**src/rtl/slip_pkg.sv**
```systemverilog
package slip_pkg;
  typedef enum logic [1:0] {
    ADJ_HOLD   = 2'd0,
    ADJ_GROW   = 2'd1,
    ADJ_SHRINK = 2'd2
  } adj_t;
endpackage

```
**src/rtl/slip_occupancy.sv**
```systemverilog
module slip_occupancy #(
  parameter int DEPTH = 16,
  localparam int OCC_W = $clog2(DEPTH + 1)
) (
  input  logic             clk,
  input  logic             rst,
  input  logic             push_valid,
  input  logic             pop_ready,
  input  logic [OCC_W-1:0] cap_limit,
  output logic             push_ready,
  output logic             pop_valid,
  output logic             push_fire,
  output logic             pop_fire,
  output logic [OCC_W-1:0] occ
);
  logic [OCC_W-1:0] occ_q;

  assign push_ready = occ_q < cap_limit;
  assign pop_valid  = occ_q != '0;
  assign push_fire  = push_valid && push_ready;
  assign pop_fire   = pop_ready && pop_valid;
  assign occ        = occ_q;

  always_ff @(posedge clk) begin
    if (rst) begin
      occ_q <= '0;
    end else begin
      case ({push_fire, pop_fire})
        2'b10:   occ_q <= occ_q + 1'b1;
        2'b01:   occ_q <= occ_q - 1'b1;
        default: occ_q <= occ_q;
      endcase
    end
  end

  a_r4_within_depth: assert property (@(posedge clk) disable iff (rst)
    1'b1 |=> occ_q <= OCC_W'(DEPTH));
  a_r3_push_pop_hold: assert property (@(posedge clk) disable iff (rst)
    (push_fire && pop_fire) |=> $stable(occ_q));
  a_r2_no_phantom: assert property (@(posedge clk) disable iff (rst)
    (!push_fire && !pop_fire) |=> $stable(occ_q));
endmodule

```
**src/rtl/slip_outcome_counters.sv**
```systemverilog
module slip_outcome_counters #(
  parameter int CNT_W = 16
) (
  input  logic             clk,
  input  logic             rst,
  input  logic             clear,
  input  logic             late_pulse,
  input  logic             useful_pulse,
  output logic [CNT_W-1:0] late_cnt,
  output logic [CNT_W-1:0] useful_cnt
);
  localparam int LANES = 2;
  localparam logic [CNT_W-1:0] TOP = '1;

  logic [LANES-1:0]            pulse;
  logic [LANES-1:0][CNT_W-1:0] cnt_q;

  assign pulse      = {useful_pulse, late_pulse};
  assign late_cnt   = cnt_q[0];
  assign useful_cnt = cnt_q[1];

  for (genvar g = 0; g < LANES; g++) begin : g_lane
    always_ff @(posedge clk) begin
      if (rst || clear)
        cnt_q[g] <= '0;
      else if (pulse[g] && cnt_q[g] != TOP)
        cnt_q[g] <= cnt_q[g] + 1'b1;
    end

    a_r9_saturate: assert property (@(posedge clk) disable iff (rst)
      (cnt_q[g] == TOP && !clear) |=> cnt_q[g] == TOP);
    a_r5_clear: assert property (@(posedge clk) disable iff (rst)
      clear |=> cnt_q[g] == '0);
  end
endmodule

```
**src/rtl/slip_capacity_tuner.sv**
```systemverilog
module slip_capacity_tuner
  import slip_pkg::*;
#(
  parameter int DEPTH  = 16,
  parameter int WINDOW = 64,
  parameter int CNT_W  = 16,
  localparam int OCC_W = $clog2(DEPTH + 1),
  localparam int WIN_W = (WINDOW > 1) ? $clog2(WINDOW) : 1
) (
  input  logic             clk,
  input  logic             rst,
  input  logic             pop_fire,
  input  logic             pbuf_full,
  input  logic [CNT_W-1:0] late_cnt,
  input  logic [CNT_W-1:0] useful_cnt,
  output logic             decide,
  output logic [OCC_W-1:0] cap_limit
);
  localparam logic [OCC_W-1:0] CAP_MAX  = OCC_W'(DEPTH);
  localparam logic [OCC_W-1:0] CAP_INIT = OCC_W'((DEPTH / 2 > 0) ? DEPTH / 2 : 1);
  localparam logic [WIN_W-1:0] WIN_LAST = WIN_W'(WINDOW - 1);

  logic [WIN_W-1:0] win_q;
  logic [OCC_W-1:0] cap_q;
  logic [CNT_W:0]   late_x2;
  adj_t             adj;

  assign decide    = pop_fire && (win_q == WIN_LAST);
  assign late_x2   = {late_cnt, 1'b0};
  assign cap_limit = cap_q;

  always_comb begin
    if (pbuf_full)
      adj = ADJ_HOLD;
    else if (late_x2 > {1'b0, useful_cnt})
      adj = ADJ_GROW;
    else
      adj = ADJ_SHRINK;
  end

  always_ff @(posedge clk) begin
    if (rst) begin
      win_q <= '0;
      cap_q <= CAP_INIT;
    end else begin
      if (pop_fire)
        win_q <= decide ? '0 : win_q + 1'b1;
      if (decide) begin
        unique case (adj)
          ADJ_GROW:   if (cap_q != CAP_MAX) cap_q <= cap_q + 1'b1;
          ADJ_SHRINK: if (cap_q > OCC_W'(1)) cap_q <= cap_q - 1'b1;
          default:    cap_q <= cap_q;
        endcase
      end
    end
  end

  a_r5_only_at_decide: assert property (@(posedge clk) disable iff (rst)
    !decide |=> $stable(cap_q));
  a_r6_freeze: assert property (@(posedge clk) disable iff (rst)
    (decide && pbuf_full) |=> $stable(cap_q));
  a_r7_grow: assert property (@(posedge clk) disable iff (rst)
    (decide && adj == ADJ_GROW && cap_q != CAP_MAX) |=> cap_q == $past(cap_q) + 1'b1);
  a_r8_bounds: assert property (@(posedge clk) disable iff (rst)
    1'b1 |=> (cap_q >= OCC_W'(1) && cap_q <= CAP_MAX));
endmodule

```
**src/rtl/slip_throttle.sv**
```systemverilog
module slip_throttle #(
  parameter int DEPTH  = 16,
  parameter int WINDOW = 64,
  parameter int CNT_W  = 16,
  localparam int OCC_W = $clog2(DEPTH + 1)
) (
  input  logic             clk,
  input  logic             rst,
  input  logic             push_valid,
  output logic             push_ready,
  output logic             pop_valid,
  input  logic             pop_ready,
  input  logic             late_pulse,
  input  logic             useful_pulse,
  input  logic             pbuf_full,
  output logic [OCC_W-1:0] cap_limit,
  output logic [OCC_W-1:0] occupancy
);
  logic             push_fire;
  logic             pop_fire;
  logic             decide;
  logic [CNT_W-1:0] late_cnt;
  logic [CNT_W-1:0] useful_cnt;

  slip_occupancy #(.DEPTH(DEPTH)) u_occ (
    .clk(clk), .rst(rst), .push_valid(push_valid), .pop_ready(pop_ready),
    .cap_limit(cap_limit), .push_ready(push_ready), .pop_valid(pop_valid),
    .push_fire(push_fire), .pop_fire(pop_fire), .occ(occupancy)
  );

  slip_outcome_counters #(.CNT_W(CNT_W)) u_cnt (
    .clk(clk), .rst(rst), .clear(decide), .late_pulse(late_pulse),
    .useful_pulse(useful_pulse), .late_cnt(late_cnt), .useful_cnt(useful_cnt)
  );

  slip_capacity_tuner #(.DEPTH(DEPTH), .WINDOW(WINDOW), .CNT_W(CNT_W)) u_tune (
    .clk(clk), .rst(rst), .pop_fire(pop_fire), .pbuf_full(pbuf_full),
    .late_cnt(late_cnt), .useful_cnt(useful_cnt), .decide(decide),
    .cap_limit(cap_limit)
  );

  a_r1_push_gate: assert property (@(posedge clk) disable iff (rst)
    (push_valid && occupancy >= cap_limit) |-> !push_ready);
endmodule

```
**config.mk**
```make
export PLATFORM = sky130hd
export DESIGN_NAME = slip_throttle
export DESIGN_NICKNAME = d
export VERILOG_FILES = /design/src/rtl/slip_pkg.sv /design/src/rtl/slip_occupancy.sv /design/src/rtl/slip_outcome_counters.sv /design/src/rtl/slip_capacity_tuner.sv /design/src/rtl/slip_throttle.sv
export SDC_FILE = /design/constraint.sdc
export NUM_CORES = 1
export LEC_CHECK = 0
export BUFFER_PORTS_ARGS = -buffer_cell sky130_fd_sc_hd__buf_2
export CORE_MARGIN = 2
export CORE_UTILIZATION = 50
export CTS_BUF_LIST = sky130_fd_sc_hd__clkbuf_8 sky130_fd_sc_hd__clkbuf_16
export DETAILED_ROUTE_END_ITERATION = 12
export PLACE_DENSITY_LB_ADDON = 0.1
export SLEW_MARGIN = 40
export SYNTH_ARGS = -nofsm -noshare
export SYNTH_HDL_FRONTEND = slang
export SYNTH_SLANG_ARGS = --single-unit
```
**constraint.sdc**
```tcl
create_clock -name clk -period 7.5 [get_ports clk]
set_input_delay 0.75 -clock clk [delete_from_list [all_inputs] [get_ports clk]]
set_output_delay 0.75 -clock clk [all_outputs]
set_load 0.02 [all_outputs]
```
# Word-level counts from Yosys, hierarchy flattened
# Cells that the tools add are included.
[word_totals]
ff_bits = 48
in_bits = 7
out_inout_bits = 12
[op_classes]
addsub = 7
n_lt_le_gt_ge = 3
eq_ne = 10
n_mux = 7
n_reduce_logical = 10
[op_table]
columns = ["cell", "n"]
rows = [
  ["$add A16 B1 Y16 const B", 2],
  ["$ne A16 B16 Y1 const B", 2],
  ["$pmux W5 S2", 2],
  ["$gt A17 B16 Y1", 1],
  ["$add A5 B1 Y5 const B", 2],
  ["$mux W5", 2],
  ["$sub A5 B1 Y5 const B", 2],
  ["$add A6 B1 Y6 const B", 1],
  ["$eq A6 B6 Y1 const B", 1],
  ["$mux W6", 1],
  ["$gt A5 B1 Y1 const B", 1],
  ["$logic_and A1 B1 Y1", 5],
  ["$lt A5 B5 Y1", 1],
  ["$ne A5 B5 Y1 const B", 1],
  ["$reduce_bool A5 Y1", 1],
  ["$eq A2 B1 Y1 const B", 2],
  ["$eq A2 B2 Y1 const B", 2],
  ["$mux W2", 2],
  ["$ne A2 B1 Y1 const B", 2],
  ["$reduce_and A4 Y1", 1],
  ["$reduce_bool A2 Y1", 2],
  ["$logic_or A1 B1 Y1", 1],
]

# Depth between registers and ports, before layout
# Gate-level depths: netlist of run 1.
[logic_depth]
depth_word = 6
mapped_depth = 17
ltp_nobuf = 17

# Modules after synthesis
# Synthesis of run 1 repeated with hierarchy kept, for this count alone.
[unflattened]
cells_unflattened = 391
area_unflattened_um2 = 3251.9
[by_module_without_submodules]
columns = ["module", "n_inst", "cells_each", "area_per_inst_um2"]
rows = [
  ["slip_outcome_counters", 1, 204, 1697.9],
  ["slip_capacity_tuner", 1, 128, 1071.0],
  ["slip_occupancy", 1, 59, 483.0],
]

# Least setup slack after synthesis of run 1
# No wires, ideal clock.
[synth_path]
path_type = "register to register"
start = "register u_tune.cap_q[1] (netlist: u_tune.cap_limit[1])"
end = "register u_occ.occ_q[4] (netlist: u_occ.occ[4])"
setup_time_ps = 71
arrival_time_ps = 3300
required_time_ps = 7429
setup_slack_ps = 4129
path_stages_with_launch = 18
path_buffers = 0
synth_period_minus_slack_ps = 3371
cell_sequence = "dfxtp_1 -> inv_1 -> ha_1 -> a21boi_0 -> o21a_1 -> o21ai_0 -> nand2b_1 -> a21oi_1 -> nand2_1 -> ha_1 -> inv_1 -> fa_1 -> inv_1 -> a21o_1 -> a21oi_1 -> xnor2_1 -> or3_1 -> a21oi_1"
[synth_between]
elab_chain_cells = 4
word_cells_on_any_way = 6
cone_classes = "order compare: 1; eq/ne: 2; mux: 1; reduce/logical: 2"
[synth_rtl]
columns = ["item", "line", "rtl"]
rows = [
  ["start, declared", "slip_capacity_tuner.sv:24", "logic [OCC_W-1:0] cap_q;"],
  ["start signal, assigned", "slip_capacity_tuner.sv:50", "ADJ_GROW: if (cap_q != CAP_MAX) cap_q <= cap_q + 1'b1;"],
  ["start signal, assigned", "slip_capacity_tuner.sv:51", "ADJ_SHRINK: if (cap_q > OCC_W'(1)) cap_q <= cap_q - 1'b1;"],
  ["start signal, assigned", "slip_capacity_tuner.sv:52", "default: cap_q <= cap_q;"],
  ["$lt A5 B5 Y1 (*)", "slip_occupancy.sv:18", "assign push_ready = occ_q < cap_limit;"],
  ["named net push_ready", "slip_throttle.sv:10", "output logic push_ready,"],
  ["$logic_and A1 B1 Y1 (*)", "slip_occupancy.sv:20", "assign push_fire = push_valid && push_ready;"],
  ["$eq A2 B1 Y1 / $eq A2 B2 Y1 (equally long branches)", "slip_occupancy.sv:28", "case ({push_fire, pop_fire})"],
  ["$pmux W5 S2 / $reduce_bool A2 Y1 (equally long branches)", "-", ""],
  ["end signal, assigned", "slip_occupancy.sv:29", "2'b10: occ_q <= occ_q + 1'b1;"],
  ["end signal, assigned", "slip_occupancy.sv:30", "2'b01: occ_q <= occ_q - 1'b1;"],
  ["end signal, assigned", "slip_occupancy.sv:31", "default: occ_q <= occ_q;"],
  ["end, declared", "slip_occupancy.sv:16", "logic [OCC_W-1:0] occ_q;"],
]
# The timed path passes the listed nets; every way through them passes the cells marked *.
# A chain may end at the register's enable or synchronous reset.

# Worst setup path in the final report of run 1
[layout_path]
start = "register u_tune.cap_q[1] (netlist: u_tune.cap_limit[1])"
end = "register u_occ.occ_q[4] (netlist: u_occ.occ[4])"
[layout_between]
elab_chain_cells = 4
word_cells_on_any_way = 6
cone_classes = "order compare: 1; eq/ne: 2; mux: 1; reduce/logical: 2"
[layout_rtl]
columns = ["item", "line"]
rows = [
  ["$lt A5 B5 Y1 (*)", "slip_occupancy.sv:18"],
  ["$logic_and A1 B1 Y1 (*)", "slip_occupancy.sv:20"],
  ["$eq A2 B1 Y1 / $eq A2 B2 Y1 (equally long branches)", "slip_occupancy.sv:28"],
  ["$pmux W5 S2 / $reduce_bool A2 Y1 (equally long branches)", "-"],
]
# Every way passes the cells marked *; elsewhere a longest branch is shown, timed or not.

==> results.md, run 1 <==
- Synthesized instance count: 334
- Largest net degree at the start of global routing: 36
- Ant diodes: 0
- Hold Path Class: reg -> reg
- Resize count post-CTS: 0
- Synth top area share: 0.330
- Clock latency on the worst-skew pair: 300 ps
- Mapped Nets: 372
- # DRC: 0
- Vias per cell: 5.29
- Clk slew on worst S/H paths: 90 ps
- Worst-path maximum fanout: 6
- Starting Density: 0.522
- Die span in x: 80.3 um
- FILL cells: 546
- Final wirelength: 5.39 mm
- Drt wl/cell: 12.7 um
- Max-slew violation count: 0
- CTS Root Cell: clkbuf_8
- Pwr dens: 210 nW/um^2
- DRT iter0 DRCs: 70
- Mapped Area: 2910 um^2
- Final min period: 3130 ps
- Initial DRT Pass Iterations: 4
- Slowest Stage Delay on Critical Path: 400 ps
- # hold bufs at CTS: 0
- Dpl cells: 417
- Slowest cell on the critical path: dfxtp_1
- Crit share post-route: 0.418
- Gr usage total: 0.183
- Cell Count, Final, Fillers Out: 424
- Layout Skew: 5.02 ps
- Pleak: 1.30 nW
- Core Region: 5570 um^2
- VDD IR max: 0.116 mV
- Hpwl dp: 4.09 mm
- Worst hold margin: 529 ps
- Fin nets: 390
- RSZ-0062 raised after global routing: no
- Most frequent cells in the layout: 51 x nor2_1, 48 x dfxtp_1, 30 x ha_1, 28 x inv_1
- Die area: 6440 um^2
- Yosys reg bits: 48
- Area grow syn2layout: 8.22%
- CTS Buffer Depth: 2
- Util after Layout: 0.565
- WP data required: 7730 ps
- Max Cap Viol: 0
- Crit start category: flop
- Buf+Inv Stages, Crit Path: 3
- Status: complete, no violations
- CP top delay family: compound AO/OA/AOI/OAI gates
- Vias in the first global route: 2058
- Top Ports: 19
- Via count: 2242
- Area contributors post-synth: dfxtp_1 33%, ha_1 13%, nor2_1 6.6%, xnor2_1 6.0%, xor2_1 6.0%
- Register area share after synthesis: 0.330
- Most common library cell in the layout ignoring fill and taps: nor2_1
- Slew HR: 0.589
- Mean area per synthesized cell: 8.71 um^2
- Die Y: 80.3 um
- Cell Rows: 27
- # H-tree levels: 2
- Worst-path cell chain: inv_1, ha_1, a21boi_0, o21a_1, o21ai_0, nand2b_1, a21oi_1, nand2_1, ha_1, inv_1, fa_1, inv_1, a21o_1, a21oi_1, xnor2_1, or3_1, a21oi_1
- Num Clock Sinks: 48
- Max Clk Rate: 319 MHz
- Final antenna-violating net count: 0
- YS warnings: 0
- Worst setup path class: reg -> reg
- Post-Route Setup TNS: 0 ps
- Final Hold Viols: 0
- GPL Wtd Cong: 0.862
- Setup Fix Bufs, Post-CTS: 0
- CTS tree: done
- CP endpoint kind: flop
- Port bufs: 18
- Num CTS Buffers: 5
- Layout cells sized above 1: 0.116
- Setup violators final: 0
- Library cells used by synthesis: 44
- Initial antenna violation count: 0
- Grt total ovfl: 0
- First-pass GRT wire length: 9.36 mm
- Largest area contributor in the netlist: dfxtp_1
- Worst-margin pin slew: 613 ps
- WP data arrival: 3370 ps
[per-layer routing]
layer  up-vias  global-route usage  routed length, um
met2        31               0.289               2380
li1       1170                   -                  -
met1      1035               0.247               2750
met4         0              0.0559                 67
met5         -                   0                  0
met3         6              0.0427                197
[state kept, by name, summed over array words and instances, names as in the netlist]
| signal | cells |
|---|---|
| u_tune.win_q | 6 |
| u_cnt.useful_cnt | 16 |
| u_cnt.late_cnt | 16 |
| u_tune.cap_limit | 5 |
| u_occ.occ | 5 |
[power by group]
part           switching (W)  total [W]  internal (W)
sequential         0.0000226   0.000294      0.000272
combinational       0.000130   0.000221     0.0000914
clock              0.0000845   0.000147     0.0000622
[cell families (layout without fill, tap and decap cells)]
family	after synthesis	after routing	share of synthesized area
buffers and inverters	35	53	0.0452
multiplexers	7	7	0.0288
AND/OR/NAND/NOR	130	130	0.229
flip-flops	48	48	0.330
AO/OA/AOI/OAI	43	43	0.110
XOR/XNOR	40	40	0.120
adder cells (fa/ha/maj)	31	31	0.136
[metrics by stage]
stage / total power [W] / cell area, um^2 / worst slack, ps
2_1_floorplan: 0.000466 / 2910 / 4130
3_3_place_gp: 0.000517 / 3070 / 4490
3_5_place_dp: 0.000522 / 3070 / 4380
4_1_cts: 0.000670 / 3150 / 4340
5_1_grt: 0.000709 / 3150 / 4050
6_report: 0.000662 / 3150 / 4370
[worst paths after layout]
kind	from	to	slack, ps	cells past startpoint
setup / recovery	u_tune.cap_limit[1]	u_occ.occ[4]	4370	17
hold / removal	u_tune.win_q[5]	u_tune.win_q[5]	530	2
setup reg to reg	u_tune.cap_limit[1]	u_occ.occ[4]	4370	17
hold reg to reg	u_tune.win_q[5]	u_tune.win_q[5]	530	2
[Yosys cell counts (all sizes together)]
library cell / instances
or3: 5
nand4: 12
mux2: 1
nand2b: 1
o211ai: 1
inv: 27
mux2i: 6
nor2b: 1
nand4b: 1
nor2: 51
o21ai: 7
and2: 3
o41ai: 1
a21boi: 2
or2: 3
dfxtp: 48
a211o: 1
o21bai: 3
a21o: 3
a22oi: 1
ha: 30
xnor2: 20
o21a: 3
or4: 1
a31oi: 2
nor3: 10
and4: 5
xor2: 20
and3: 3
nand2: 20
a2bb2oi: 1
a21oi: 16
a211oi: 2
nor4: 3
nand3: 11
clkbuf: 8
fa: 1
[worst reg2reg max path: stages, from the launching register on]
cell	delay, ps
dfxtp_1	400
inv_1	140
ha_1	310
a21boi_0	120
o21a_1	170
o21ai_0	140
nand2b_1	70
a21oi_1	170
nand2_1	70
ha_1	230
inv_1	120
fa_1	220
inv_1	60
a21o_1	160
a21oi_1	170
xnor2_1	90
or3_1	300
a21oi_1	140
[layout make-up]
cell class,count,area [um^2],share of cell area
clock buffers,5,68.8,0.0219
clock inverters,2,8.76,0.00278
inverters,27,101,0.0322
multi-input cells,251,1820,0.578
flip-flops and latches,48,961,0.305
well taps,72,90.1,0.0286
repair buffers,19,97.6,0.0310
Power figures use the tool's default switching activity.
==> run 2: changes to the inputs <==
Clock period 7.5 ns to 2.9 ns, I/O delays scaled along.
==> results.md, run 2 (synthesis gave the netlist of run 1 again) <==
- Fin nets: 397 (+1.8%)
- FILL cells: 532 (-2.6%)
- Crit share post-route: 0.956 (+0.539)
- Largest net degree at the start of global routing: 20 (-44%)
- Grt total ovfl: 0 (unchanged)
- CP endpoint kind: flop
- Cell Count, Final, Fillers Out: 432 (+1.9%)
- Max Cap Viol: 0 (unchanged)
- First-pass GRT wire length: 9.32 mm (-0.45%)
- Initial DRT Pass Iterations: 4 (unchanged)
- Die area: 6440 um^2 (unchanged)
- CTS tree: done
- Hold path cells: 2 (unchanged)
- Starting Density: 0.522 (unchanged)
- Drt wl/cell: 12.8 um (+0.95%)
- DP Area: 3150 um^2 (+2.5%)
- Dpl cells: 420 (+0.72%)
- Hold Path Class: in -> reg
- Setup ws final: 127 ps (-4240 ps)
- Crit start category: flop
- Ant diodes: 0 (unchanged)
- Worst setup path class: reg -> reg
- Final wirelength: 5.55 mm (+2.9%)
- RSZ-0062 raised after global routing: yes
- DRT iter0 DRCs: 60 (-14%)
- WP data required: 3140 ps (-4590 ps)
- CTS Root Cell: clkbuf_8
- Pwr dens: 592 nW/um^2 (+180%)
- Worst-path maximum fanout: 4 (-2)
- Met2 GRT Util: 0.289 (unchanged)
- Num Clock Sinks: 48 (unchanged)
- Vias per cell: 5.23 (-1.0%)
- Most frequent cells in the layout: 51 x nor2_1, 43 x dfxtp_1, 27 x ha_1, 25 x inv_1
- Via count: 2261 (+0.85%)
- Core Region: 5570 um^2 (unchanged)
- Max Clk Rate: 361 MHz (+13%)
- Area grow syn2layout: 13.8%
- Met3 usage: 0.0315 (-0.0112)
- Gr usage total: 0.184 (+0.000946)
- R2R Path End: u_occ.occ[4]
- VDD IR max: 0.404 mV (+250%)
- CTS Buffer Depth: 2 (unchanged)
- Final instance area: 3310 um^2 (+5.1%)
- R2R Setup Slk: 130 ps (-4240 ps)
- Final antenna-violating net count: 0 (unchanged)
- Place WS: 72.6 ps (-4300 ps)
- Port bufs: 18 (unchanged)
- Met1 Use GR: 0.255 (+0.00765)
- Crit path launch: u_tune.cap_limit[1]
- Slew HR: 0.508 (-0.0807)
- Num CTS Buffers: 5 (unchanged)
- FF-to-FF Start: u_tune.cap_limit[1]
- Initial antenna violation count: 0 (unchanged)
- Die span in x: 80.3 um (unchanged)
- Most common library cell in the layout ignoring fill and taps: nor2_1
- Setup violators final: 0 (unchanged)
- Layout cells sized above 1: 0.183 (+0.0669)
- GPL Wtd Cong: 0.818 (-5.2%)
- Final min period: 2770 ps (-359 ps)
- Critical Path End: u_occ.occ[4]
- Clock latency on the worst-skew pair: 300 ps (about the same)
- Layout Skew: 6.81 ps (+1.79 ps)
- Die Y: 80.3 um (unchanged)
- Clk slew on worst S/H paths: 90 ps (about the same)
- Final Hold Viols: 0 (unchanged)
- Status: complete, no violations
- Max-slew violation count: 0 (unchanged)
- Hpwl dp: 4.22 mm (+3.0%)
- Cell Rows: 27 (unchanged)
- Top Ports: 19 (unchanged)
- Worst-margin pin slew: 738 ps (+125 ps)
- Worst hold margin: 329 ps (-200 ps)
- # DRC: 0 (unchanged)
- FF-to-FF path depth: 17 (unchanged)
- GRT Max-Usage Layer: met2
- # H-tree levels: 2 (unchanged)
- Pleak: 1.35 nW (+3.8%)
- WP data arrival: 3010 ps (-360 ps)
- Vias in the first global route: 2035 (-1.1%)
==> run 2: cell types whose count changed in the layout (fill, tap and decap cells not counted), sizes merged <==
cell	before	now
buf	19	26
clkbuf	5	6
clkinvlp	0	1
inv	28	27
==> run 2: metrics by stage <==
| step | setup TNS [ps] | util | power (W) |
|---|---|---|---|
| 2_1_floorplan | 0 | - | 0.00128 |
| 3_3_place_gp | 0 | 0.565 | 0.00146 |
| 3_5_place_dp | 0 | 0.565 | 0.00148 |
| 4_1_cts | 0 | 0.584 | 0.00194 |
| 5_1_grt | -71.2 | 0.593 | 0.00210 |
| 6_report | 0 | 0.593 | 0.00196 |
==> run 2: what timing repair did <==
item | 4_1_cts | 5_1_grt
hold buffers | 0 | 0
gates resized for setup | 0 | 8
buffers inserted | 0 | 4
setup endpoints to repair | 0 | 2
==> run 2: critical path: stages, from the launching register on <==
cell	delay, ps
dfxtp_4	370
inv_4	40
ha_4	210
a21boi_1	120
o21a_1	190
o21ai_1	130
nand2b_1	110
a21oi_4	170
nand2_2	70
ha_4	190
inv_4	60
fa_2	200
inv_1	40
a21o_1	150
a21oi_2	120
xnor2_1	90
or3_1	340
a21oi_1	110
==> run 2: per-layer routing <==
layer | up-vias | part of all wire
li1 | 1185 | -
met1 | 1050 | 0.52
met2 | 21 | 0.44
met3 | 5 | 0.026
met4 | 0 | 0.011
met5 | - | 0
==> run 2: worst min-delay path by stage <==
| stage | startpoint | end | slack [ps] |
|---|---|---|---|
| 6_report | rst | u_tune.cap_limit[0] | 330 |
| 5_1_grt | rst | u_tune.win_q[2] | 340 |
| 4_1_cts | rst | u_tune.cap_limit[0] | 320 |
| 3_5_place_dp | u_tune.win_q[5] | u_tune.win_q[5] | 520 |
| 3_3_place_gp | u_tune.win_q[5] | u_tune.win_q[5] | 510 |
| 2_1_floorplan | rst | u_tune.cap_limit[1] | 350 |
==> run 2: cell type report <==
class	count	area, um^2	share of cell area
Multi-Input combinational cell	251	1880	0.569
Sequential cell	48	972	0.294
Timing Repair Buffer	26	150	0.0454
Inverter	27	106	0.0321
Clock buffer	6	93.8	0.0284
Tap cell	72	90.1	0.0272
Clock inverter	2	12.5	0.00378
==> run 2: report_power, final <==
group	total (W)	switching, W	internal (W)
sequential	0.000763	0.0000542	0.000708
combinational	0.000747	0.000392	0.000356
clock	0.000447	0.000227	0.000221
total	0.00196	0.000673	0.00128
==> run 3: changes to the inputs <==
Settings changed: RECOVER_POWER set to 25.
==> results.md, run 3 (synthesis gave the netlist of run 1 again) <==
- RSZ-0062 raised after global routing: yes
- Setup violators final: 0 (unchanged)
- Drt wl/cell: 12.8 um (-0.18%)
- Final min period: 2770 ps (+1.41 ps)
- GPL Wtd Cong: 0.818 (unchanged)
- Crit start category: flop
- First-pass GRT wire length: 9.32 mm (unchanged)
- FILL cells: 536 (+0.75%)
- Status: complete, no violations
- Initial antenna violation count: 0 (unchanged)
- Final instance area: 3300 um^2 (-0.30%)
- Final antenna-violating net count: 0 (unchanged)
- Layout Skew: 6.48 ps (-0.331 ps)
- Ant diodes: 0 (unchanged)
- Most frequent cells in the layout: 51 x nor2_1, 44 x dfxtp_1, 27 x ha_1, 25 x inv_1
- Fin nets: 397 (unchanged)
- Cell Rows: 27 (unchanged)
- CP endpoint kind: flop
- Util after Layout: 0.592 (-0.00179)
- Die Y: 80.3 um (unchanged)
- Top Ports: 19 (unchanged)
- Layout cells sized above 1: 0.161 (-0.0222)
- Vias in the first global route: 2035 (unchanged)
- Crit share post-route: 0.957 (about the same)
- # DRC: 0 (unchanged)
- CTS Root Cell: clkbuf_8
- Slew HR: 0.507 (-0.000631)
- Final wirelength: 5.54 mm (-0.18%)
- Worst setup path class: reg -> reg
- Max Cap Viol: 0 (unchanged)
- Max Clk Rate: 360 MHz (about the same)
- Final Hold Viols: 0 (unchanged)
- Gr usage total: 0.184 (unchanged)
- Worst hold margin: 326 ps (-2.51 ps)
- # hold bufs at CTS: 0 (unchanged)
- Clk slew on worst S/H paths: 90 ps (about the same)
- VDD IR max: 0.401 mV (-0.71%)
- Vias per cell: 5.24 (about the same)
- Die span in x: 80.3 um (unchanged)
- CTS tree: done
- Initial DRT Pass Iterations: 4 (unchanged)
- Worst-path maximum fanout: 4 (unchanged)
- Starting Density: 0.522 (unchanged)
- Core Region: 5570 um^2 (unchanged)
- Hold Path Class: in -> reg
- Slowest Stage Delay on Critical Path: 370 ps (about the same)
- Via count: 2262 (+0.044%)
- DP Area: 3150 um^2 (unchanged)
- Die area: 6440 um^2 (unchanged)
- CTS Buffer Depth: 2 (unchanged)
- DRT iter0 DRCs: 58 (-3.3%)
- Pwr dens: 592 nW/um^2 (about the same)
- Clock latency on the worst-skew pair: 300 ps (about the same)
- WP data required: 3140 ps (about the same)
- Most common library cell in the layout ignoring fill and taps: nor2_1
- Max-slew violation count: 0 (unchanged)
- CP top delay family: compound AO/OA/AOI/OAI gates
- Buf+Inv Stages, Crit Path: 3 (unchanged)
- Hpwl dp: 4.22 mm (unchanged)
- Pleak: 1.32 nW (-2.0%)
- Num Clock Sinks: 48 (unchanged)
- Port bufs: 18 (unchanged)
- WP data arrival: 3020 ps (about the same)
- Largest net degree at the start of global routing: 20 (unchanged)
- Area grow syn2layout: 13.4%
- Slowest cell on the critical path: dfxtp_4
- Num CTS Buffers: 5 (unchanged)
- Worst-path cell chain: inv_4, ha_4, a21boi_1, o21a_1, o21ai_1, nand2b_1, a21oi_4, nand2_2, ha_4, inv_4, fa_2, inv_1, a21o_1, a21oi_2, xnor2_1, or3_1, a21oi_1
- Grt total ovfl: 0 (unchanged)
- Worst-margin pin slew: 739 ps (+0.947 ps)
- # H-tree levels: 2 (unchanged)
-- run 3: changes by cell type in the layout (fill, tap and decap cells not counted) --
cell,change
dfxtp_2,-1
clkbuf_1,+7
buf_2,-7
dfxtp_1,+1
-- run 3: stage by stage --
| step | std cells | setup TNS [ps] | worst slack (ps) | total power, W |
|---|---|---|---|---|
| finish | 432 | 0 | 126 | 0.00195 |
| global placement | 420 | 0 | 134 | 0.00146 |
| floorplan | 334 | 0 | 7.81 | 0.00128 |
| detailed placement | 420 | 0 | 72.6 | 0.00148 |
| CTS | 428 | 0 | 32.5 | 0.00194 |
| global route | 432 | -71.2 | -71.2 | 0.00209 |
-- run 3: layer usage --
metal,wire length (um),share of wire,vias to the layer above,GRT usage
met5,0,0,-,0
met4,59,0.011,0,0.0610
met3,137,0.025,5,0.0315
met2,2450,0.44,21,0.289
met1,2890,0.52,1052,0.255
li1,-,-,1184,-
-- run 3: power by group --
part | internal, W | leakage, nW | switching, W
clock network | 0.000221 | 0.0523 | 0.000226
registers | 0.000708 | 0.391 | 0.0000545
logic | 0.000350 | 0.879 | 0.000392
-- run 3: area by class of cell --
| class | instances | area [um^2] | area share |
|---|---|---|---|
| Sequential cell | 48 | 971 | 0.294 |
| Tap cell | 72 | 90.1 | 0.0273 |
| Multi-Input combinational cell | 251 | 1880 | 0.571 |
| Inverter | 27 | 106 | 0.0322 |
| Timing Repair Buffer | 26 | 141 | 0.0429 |
| Clock buffer | 6 | 93.8 | 0.0285 |
| Clock inverter | 2 | 12.5 | 0.00379 |
-- run 3: worst register-to-register path: cells and delay by family, from the launching register on --
kind | cells | cell delay, ps
AO/OA/AOI/OAI | 7 | 990
XOR/XNOR | 1 | 90
adder cells (fa/ha/maj) | 3 | 610
buffers and inverters | 3 | 140
flip-flops | 1 | 370
AND/OR/NAND/NOR | 3 | 530
-- run 3: path summary, 6_finish.rpt --
check | endpoint | depth (start not counted) | start | slack (ps)
setup / recovery | u_occ.occ[4] | 17 | u_tune.cap_limit[1] | 130
hold / removal | u_tune.cap_limit[0] | 2 | rst | 330
setup reg to reg | u_occ.occ[4] | 17 | u_tune.cap_limit[1] | 130
hold reg to reg | u_tune.cap_limit[2] | 2 | u_tune.cap_limit[2] | 530
-- run 3: what timing repair did --
item | CTS | global route
hold endpoints to repair | 0 | 0
endpoints found under the setup margin | 0 | 2
buffers inserted | 0 | 4
gates resized for setup | 0 | 8
